### src/rtl/rcb_pkg.sv
`timescale 1ns/1ps
package rcb_pkg;
  localparam int NPORT = 5;
  localparam int PW    = 3;

  typedef enum logic [1:0] {
    ST_IDLE   = 2'd0,
    ST_LOCAL  = 2'd1,
    ST_LENT   = 2'd2,
    ST_FAULTY = 2'd3
  } unit_st_e;

  localparam logic [PW-1:0] DIR_E = 3'd0;
  localparam logic [PW-1:0] DIR_W = 3'd1;
  localparam logic [PW-1:0] DIR_N = 3'd2;
  localparam logic [PW-1:0] DIR_S = 3'd3;
  localparam logic [PW-1:0] DIR_L = 3'd4;

  // dimension-ordered route: resolve x first, then y
  function automatic logic [PW-1:0] xy_route(input logic [7:0] hx, input logic [7:0] hy,
                                             input logic [7:0] dx, input logic [7:0] dy);
    if (dx > hx)      return DIR_E;
    else if (dx < hx) return DIR_W;
    else if (dy > hy) return DIR_N;
    else if (dy < hy) return DIR_S;
    else              return DIR_L;
  endfunction
endpackage

### src/rtl/rcb_unit.sv
`timescale 1ns/1ps
module rcb_unit import rcb_pkg::*; #(
  parameter int COORD_W = 3,
  parameter int SELF_ID = 0
) (
  input  logic               clk,
  input  logic               rst_n,
  input  logic               fault_i,
  input  logic               take_loc_i,
  input  logic               take_glb_i,
  input  logic [COORD_W-1:0] hop_x_i,
  input  logic [COORD_W-1:0] hop_y_i,
  input  logic [COORD_W-1:0] dst_x_i,
  input  logic [COORD_W-1:0] dst_y_i,
  input  logic [PW-1:0]      bor_id_i,
  output logic [1:0]         state_o,
  output logic [PW-1:0]      bp_o,
  output logic [PW-1:0]      rr_o
);
  unit_st_e           st_q;
  logic [COORD_W-1:0] drx_q, dry_q;
  logic [PW-1:0]      bp_q, rr_q;

  always_ff @(posedge clk or negedge rst_n) begin
    if (!rst_n) begin
      st_q  <= ST_IDLE;
      drx_q <= '0;
      dry_q <= '0;
      bp_q  <= '0;
      rr_q  <= '0;
    end else if (fault_i) begin
      st_q <= ST_FAULTY;
    end else begin
      case (st_q)
        ST_IDLE: begin
          if (take_loc_i) begin
            st_q  <= ST_LOCAL;
            drx_q <= dst_x_i;
            dry_q <= dst_y_i;
            bp_q  <= PW'(SELF_ID);
            rr_q  <= xy_route(8'(hop_x_i), 8'(hop_y_i), 8'(dst_x_i), 8'(dst_y_i));
          end else if (take_glb_i) begin
            st_q  <= ST_LENT;
            drx_q <= dst_x_i;
            dry_q <= dst_y_i;
            bp_q  <= bor_id_i;
          end
        end
        ST_LOCAL: st_q <= ST_IDLE;
        ST_LENT: begin
          st_q <= ST_IDLE;
          rr_q <= xy_route(8'(hop_x_i), 8'(hop_y_i), 8'(drx_q), 8'(dry_q));
        end
        default: st_q <= ST_FAULTY;
      endcase
    end
  end

  assign state_o = st_q;
  assign bp_o    = bp_q;
  assign rr_o    = rr_q;
endmodule

### src/rtl/rcb_alloc.sv
`timescale 1ns/1ps
module rcb_alloc import rcb_pkg::*; (
  input  logic [NPORT-1:0]    req_i,
  input  logic [NPORT*2-1:0]  st_i,
  output logic [NPORT-1:0]    take_loc_o,
  output logic [NPORT-1:0]    take_glb_o,
  output logic [NPORT-1:0]    stall_o,
  output logic [NPORT-1:0]    fb_o,
  output logic [NPORT-1:0]    grant_o,
  output logic [NPORT*PW-1:0] bor_id_o,
  output logic [NPORT*PW-1:0] lend_id_o
);
  logic [NPORT-1:0] idle_w, flty_w, busy_w, free_w, taken_w;

  always_comb begin
    for (int u = 0; u < NPORT; u++) begin
      idle_w[u] = (st_i[u*2 +: 2] == ST_IDLE);
      flty_w[u] = (st_i[u*2 +: 2] == ST_FAULTY);
      busy_w[u] = (st_i[u*2 +: 2] == ST_LOCAL) || (st_i[u*2 +: 2] == ST_LENT);
    end
    take_loc_o = req_i & idle_w;
    stall_o    = req_i & busy_w;
    free_w     = idle_w & ~req_i;
  end

  // borrowers in ascending port order, each takes the lowest free unit left
  always_comb begin
    logic found;
    taken_w    = '0;
    take_glb_o = '0;
    fb_o       = '0;
    grant_o    = '0;
    bor_id_o   = '0;
    lend_id_o  = '0;
    for (int b = 0; b < NPORT; b++) begin
      found = 1'b0;
      if (req_i[b] && flty_w[b]) begin
        for (int u = 0; u < NPORT; u++) begin
          if (!found && free_w[u] && !taken_w[u]) begin
            found                  = 1'b1;
            taken_w[u]             = 1'b1;
            take_glb_o[u]          = 1'b1;
            bor_id_o[u*PW +: PW]   = PW'(b);
            lend_id_o[b*PW +: PW]  = PW'(u);
          end
        end
        grant_o[b] = found;
        fb_o[b]    = !found;
      end
    end
  end
endmodule

### src/rtl/rcb_ctrl.sv
`timescale 1ns/1ps
module rcb_ctrl import rcb_pkg::*; #(
  parameter int COORD_W = 3
) (
  input  logic                       clk,
  input  logic                       rst_n,
  input  logic [COORD_W-1:0]         hop_x_i,
  input  logic [COORD_W-1:0]         hop_y_i,
  input  logic [NPORT-1:0]           hd_req_i,
  input  logic [NPORT*COORD_W-1:0]   dst_x_i,
  input  logic [NPORT*COORD_W-1:0]   dst_y_i,
  input  logic [NPORT*PW-1:0]        la_route_i,
  input  logic [NPORT-1:0]           fault_i,
  output logic [NPORT-1:0]           stall_o,
  output logic [NPORT-1:0]           rt_vld_o,
  output logic [NPORT-1:0]           rt_dbl_o,
  output logic [NPORT*PW-1:0]        rt_port_o,
  output logic [NPORT*2-1:0]         unit_state_o,
  output logic [NPORT*PW-1:0]        unit_bp_o
);
  // named internal events, also observed by the bound checker
  logic [NPORT-1:0]    take_loc, take_glb, fb_now, grant;
  logic [NPORT*PW-1:0] bor_id, lend_id, rr_flat;
  logic [NPORT-1:0]    loc_q, brw1_q, brw2_q, fb_q;
  logic [NPORT*PW-1:0] lend_q, fbp_q;

  rcb_alloc u_alloc (
    .req_i      (hd_req_i),
    .st_i       (unit_state_o),
    .take_loc_o (take_loc),
    .take_glb_o (take_glb),
    .stall_o    (stall_o),
    .fb_o       (fb_now),
    .grant_o    (grant),
    .bor_id_o   (bor_id),
    .lend_id_o  (lend_id)
  );

  for (genvar g = 0; g < NPORT; g++) begin : g_unit
    logic [COORD_W-1:0] ux, uy;
    always_comb begin
      ux = dst_x_i[g*COORD_W +: COORD_W];
      uy = dst_y_i[g*COORD_W +: COORD_W];
      if (take_glb[g]) begin
        for (int k = 0; k < NPORT; k++) begin
          if (bor_id[g*PW +: PW] == PW'(k)) begin
            ux = dst_x_i[k*COORD_W +: COORD_W];
            uy = dst_y_i[k*COORD_W +: COORD_W];
          end
        end
      end
    end

    rcb_unit #(.COORD_W(COORD_W), .SELF_ID(g)) u_unit (
      .clk        (clk),
      .rst_n      (rst_n),
      .fault_i    (fault_i[g]),
      .take_loc_i (take_loc[g]),
      .take_glb_i (take_glb[g]),
      .hop_x_i    (hop_x_i),
      .hop_y_i    (hop_y_i),
      .dst_x_i    (ux),
      .dst_y_i    (uy),
      .bor_id_i   (bor_id[g*PW +: PW]),
      .state_o    (unit_state_o[g*2 +: 2]),
      .bp_o       (unit_bp_o[g*PW +: PW]),
      .rr_o       (rr_flat[g*PW +: PW])
    );
  end

  always_ff @(posedge clk or negedge rst_n) begin
    if (!rst_n) begin
      loc_q  <= '0;
      brw1_q <= '0;
      brw2_q <= '0;
      fb_q   <= '0;
      lend_q <= '0;
      fbp_q  <= '0;
    end else begin
      loc_q  <= take_loc;
      brw1_q <= grant;
      brw2_q <= brw1_q;
      fb_q   <= fb_now;
      for (int p = 0; p < NPORT; p++) begin
        if (grant[p])  lend_q[p*PW +: PW] <= lend_id[p*PW +: PW];
        if (fb_now[p]) fbp_q[p*PW +: PW]  <= la_route_i[p*PW +: PW];
      end
    end
  end

  always_comb begin
    rt_vld_o  = loc_q | brw2_q | fb_q;
    rt_dbl_o  = fb_q;
    rt_port_o = '0;
    for (int p = 0; p < NPORT; p++) begin
      if (loc_q[p]) begin
        rt_port_o[p*PW +: PW] = rr_flat[p*PW +: PW];
      end else if (brw2_q[p]) begin
        for (int k = 0; k < NPORT; k++)
          if (lend_q[p*PW +: PW] == PW'(k)) rt_port_o[p*PW +: PW] = rr_flat[k*PW +: PW];
      end else begin
        rt_port_o[p*PW +: PW] = fbp_q[p*PW +: PW];
      end
    end
  end
endmodule

### config.mk
export PLATFORM = sky130hd
export DESIGN_NAME = rcb_ctrl
export DESIGN_NICKNAME = d
export VERILOG_FILES = /design/src/rtl/rcb_pkg.sv /design/src/rtl/rcb_unit.sv /design/src/rtl/rcb_alloc.sv /design/src/rtl/rcb_ctrl.sv
export SDC_FILE = /design/constraint.sdc
export NUM_CORES = 1
export LEC_CHECK = 0
export CELL_PAD_IN_SITES_DETAIL_PLACEMENT = 1
export CELL_PAD_IN_SITES_GLOBAL_PLACEMENT = 2
export CORE_MARGIN = 2
export CORE_UTILIZATION = 44
export DETAILED_ROUTE_END_ITERATION = 10
export DONT_BUFFER_PORTS = 1
export GPL_ROUTABILITY_DRIVEN = 0
export PLACE_DENSITY_LB_ADDON = 0.15
export SETUP_SLACK_MARGIN = 0.3
export SLEW_MARGIN = 15
export SYNTH_ARGS = -nofsm -noshare
export SYNTH_HDL_FRONTEND = slang
export SYNTH_HIERARCHICAL = 1
export SYNTH_SLANG_ARGS = --single-unit
### constraint.sdc
create_clock -name clk -period 13.3 [get_ports clk]
set_input_delay 2.66 -clock clk [delete_from_list [all_inputs] [get_ports clk]]
set_output_delay 2.66 -clock clk [all_outputs]
set_load 0.02 [all_outputs]
==> flow_metrics.py <==
metrics = {
    "die": {
        "die_h_um": 153,
        "start_util": 0.447,
        "fp-row-count": 54,
        "dieWidth_um": 153,
        "core_um2": 21800,
        "ioPinCount": 118,
        "die_area_um2": 23300,
    },
    "critical_path": {
        "rrSetupSlack_ns": 8.10,
        "r2r_end": "g_unit[4].u_unit/rr_o[0]",
        "r2r_cells": 13,
        "reg2reg_from": "g_unit[1].u_unit/state_o[1]",
        "arrival_ns": 6.61,
        "cp_max_fo": 12,
        "cp-start-kind": "primary input",
        "endpoint_kind": "register",
        "worstPathRequired_ns": 13.61,
        "crit_type": "in -> reg",
    },
    "cells_and_area": {
        "area_growth_pct": 8.94,
        "layout_commonest_cell": "dfrtp_1",
        "drive_above_1_share": 0.118,
        "final_cell_mix": "dfrtp_1, nor2_1, inv_1, ha_1, nand2_1",
        "num_antenna_cells": 0,
        "layout.cells.non_filler": 1359,
        "final_util": 0.487,
        "fin_nets": 1199,
    },
    "drt": {
        "vias_per_cell": 6.35,
        "vias": 8624,
        "drt_drc_violations_left": 0,
        "wl_per_cell_um": 24.3,
        "wl_um": 33100,
        "ant_nets": 0,
        "firstDrtPassIters": 5,
        "dr.first_iter.drc_count": 565,
    },
    "sta": {
        "relSlewSlack": 0.257,
        "tns_ns": 0,
        "postLayoutSetupSlackWorst_ns": 7.00,
        "rsz0062_at_grt": "no",
        "drv_slew": 0,
        "period_share": 0.474,
        "finalCriticalPeriod_ns": 6.30,
        "timing.fmax_mhz": 159,
        "skew_ns": 0.00855,
        "hold_viol": 0,
        "worstMarginPinSlew_ns": 1.11,
        "setup-violations-final": 0,
    },
    "clocking": {
        "ctsHtreeMaxLevel": 4,
        "hold_buffers": 0,
        "clock-sinks": 120,
        "clock_latency_ns": 0.43,
        "post_cts_buffers": 0,
        "tritoncts.num_buffers": 17,
        "clk_pin_slew_worst_paths_ns": 0.06,
        "cts-resized-gates": 0,
        "cts.path.max_buffers": 2,
        "cts_root_buf": "clkbuf_16",
        "cts_tree": "yes",
    },
    "place": {
        "dpl.cell_count": 1327,
        "dp_hpwl_um": 25100,
        "place_ws_ns": 6.61,
        "io_buffers": 0,
    },
    "logic_synthesis": {
        "synth-seq-cells": 120,
        "synth_cell_type_count": 77,
        "synth_edf_count": 0,
        "yosysWarnings": 6,
        "syn_area_um2": 9720,
        "avgSynthCellArea_um2": 9.06,
        "synth_area_leader_cell": "dfrtp_1",
        "ys.flop_type": "dfrtp_1",
        "async_flop_share": 1.00,
        "yosys-top-cells-area": "dfrtp_1, ha_1, mux2_2, nor2_1, inv_1",
        "yosysTopAreaCellShare": 0.309,
        "synth_cells": 1073,
        "synth-seq-area-share": 0.309,
    },
    "global_routing": {
        "grt_first_pass_wirelength_um": 51700,
        "track_usage": 0.286,
        "grt_pass1_vias": 8846,
        "grt_overflow": 0,
        "antenna_found_initial": 0,
        "grt_max_degree": 121,
    },
    "min_path": {
        "hold_path_class": "reg -> reg",
        "holdPathStages": 0,
        "hp-start": "brw1_q[0]",
        "min_delay_worst_endpoint": "brw2_q[0]",
    },
    "pwr": {
        "peakVddDrop_uv": 71.7,
        "p_per_area_nw_per_um2": 114,
        "p_leak_uw": 0.00447,
    },
    "run_status": {
        "outcome": "completed",
    },
    "job": {
        "max-cap-violations": 0,
    },
}
## how the worst max path moves through the flow
stage | start | endpoint | slack [ns] | cells after the start
after floorplan | hd_req_i[1] | g_unit[4].u_unit/rr_o[0] | 7.21 | 15
after global placement | hd_req_i[1] | g_unit[4].u_unit/rr_o[0] | 6.73 | 12
after detailed placement | hd_req_i[1] | g_unit[4].u_unit/rr_o[0] | 6.61 | 12
after CTS | hd_req_i[1] | g_unit[4].u_unit/rr_o[0] | 7.07 | 12
after global routing | hd_req_i[1] | g_unit[4].u_unit/rr_o[1] | 6.85 | 12
final | hd_req_i[1] | g_unit[4].u_unit/rr_o[0] | 7.00 | 12
## critical path, cell delays in order
cell and delay [ns]:
nand2b_1 0.28, o32ai_1 0.34, or3_1 0.37, o2111ai_4 0.18
o32ai_2 0.66, mux4_2 0.61, mux2_2 0.29, ha_1 0.33
nor2b_1 0.20, o21ai_0 0.10, a32o_1 0.26, o32a_1 0.32
## routing by layer
metal | routed length [µm] | part of all wire | vias up | track usage
met5 | 0 | 0 | - | 0
met4 | 1040 | 0.031 | 0 | 0.106
met3 | 2000 | 0.060 | 44 | 0.0762
met2 | 15600 | 0.47 | 250 | 0.467
met1 | 14400 | 0.44 | 4344 | 0.366
li1 | - | - | 3986 | -
## state kept, by name, indices dropped and copies added, names as in the netlist
signal / flops
fbp_q: 15
g_unit.u_unit/bp_o: 15
g_unit.u_unit/drx_q: 15
g_unit.u_unit/dry_q: 15
g_unit.u_unit/rr_o: 15
lend_q: 15
g_unit.u_unit/state_o: 10
brw1_q: 5
brw2_q: 5
loc_q: 5
rt_dbl_o: 5
## layout make-up
type / instances / area (µm²)
fill: 2518 / 11200
multi-input combinational: 841 / 6270
sequential: 120 / 3000
clock buffer: 19 / 453
tap: 280 / 350
inverter: 77 / 289
clock inverter: 13 / 158
timing repair buffer: 9 / 67.6
## cell families (layout without fill, tap and decap cells)
family,count (synthesis),in the layout,share of synthesized area
DFF,120,120,0.309
buffers and inverters,113,118,0.0497
xor gates and xnor gates,2,2,0.00180
AOI/OAI and AO/OA,279,279,0.196
adders and majority gates,70,70,0.0901
muxes,96,96,0.115
other,1,2,0.000386
and+or+nand+nor,392,392,0.238
## Yosys cell counts, types with 5 or more instances
cell,number
a211oi_1,12
a21oi_1,52
a22oi_1,13
a31oi_1,12
a32o_1,5
and2_1,14
buf_2,19
clkbuf_1,9
dfrtp_1,120
ha_1,70
inv_1,77
mux2_1,20
mux2_2,43
mux2i_1,27
mux4_2,6
nand2_1,53
nand2b_1,28
nand3_1,15
nand3b_1,17
nand4_1,12
nor2_1,99
nor2b_1,43
nor3_1,22
nor3b_1,10
nor4b_1,5
o21a_1,13
o21ai_0,38
o21ai_1,24
o221ai_1,9
o22ai_1,32
o311a_1,6
o31ai_1,8
o32a_1,8
o32ai_1,11
o41ai_1,5
or3_1,16
or3b_1,13
## where the power goes
part           internal [µW]  switching, µW
Clock                    291            192
Sequential               400           86.9
Combinational            101            131
## through the flow
stage	total power (µW)	cell area [µm²]	hold WS (ns)
6_report	1200	10600	0.347
5_1_grt	1260	10600	0.356
4_1_cts	1210	10600	0.350
3_5_place_dp	723	9980	0.336
3_3_place_gp	717	9980	0.334
2_1_floorplan	637	9720	0.331
No activity file was read; power rests on OpenSTA's default activity.
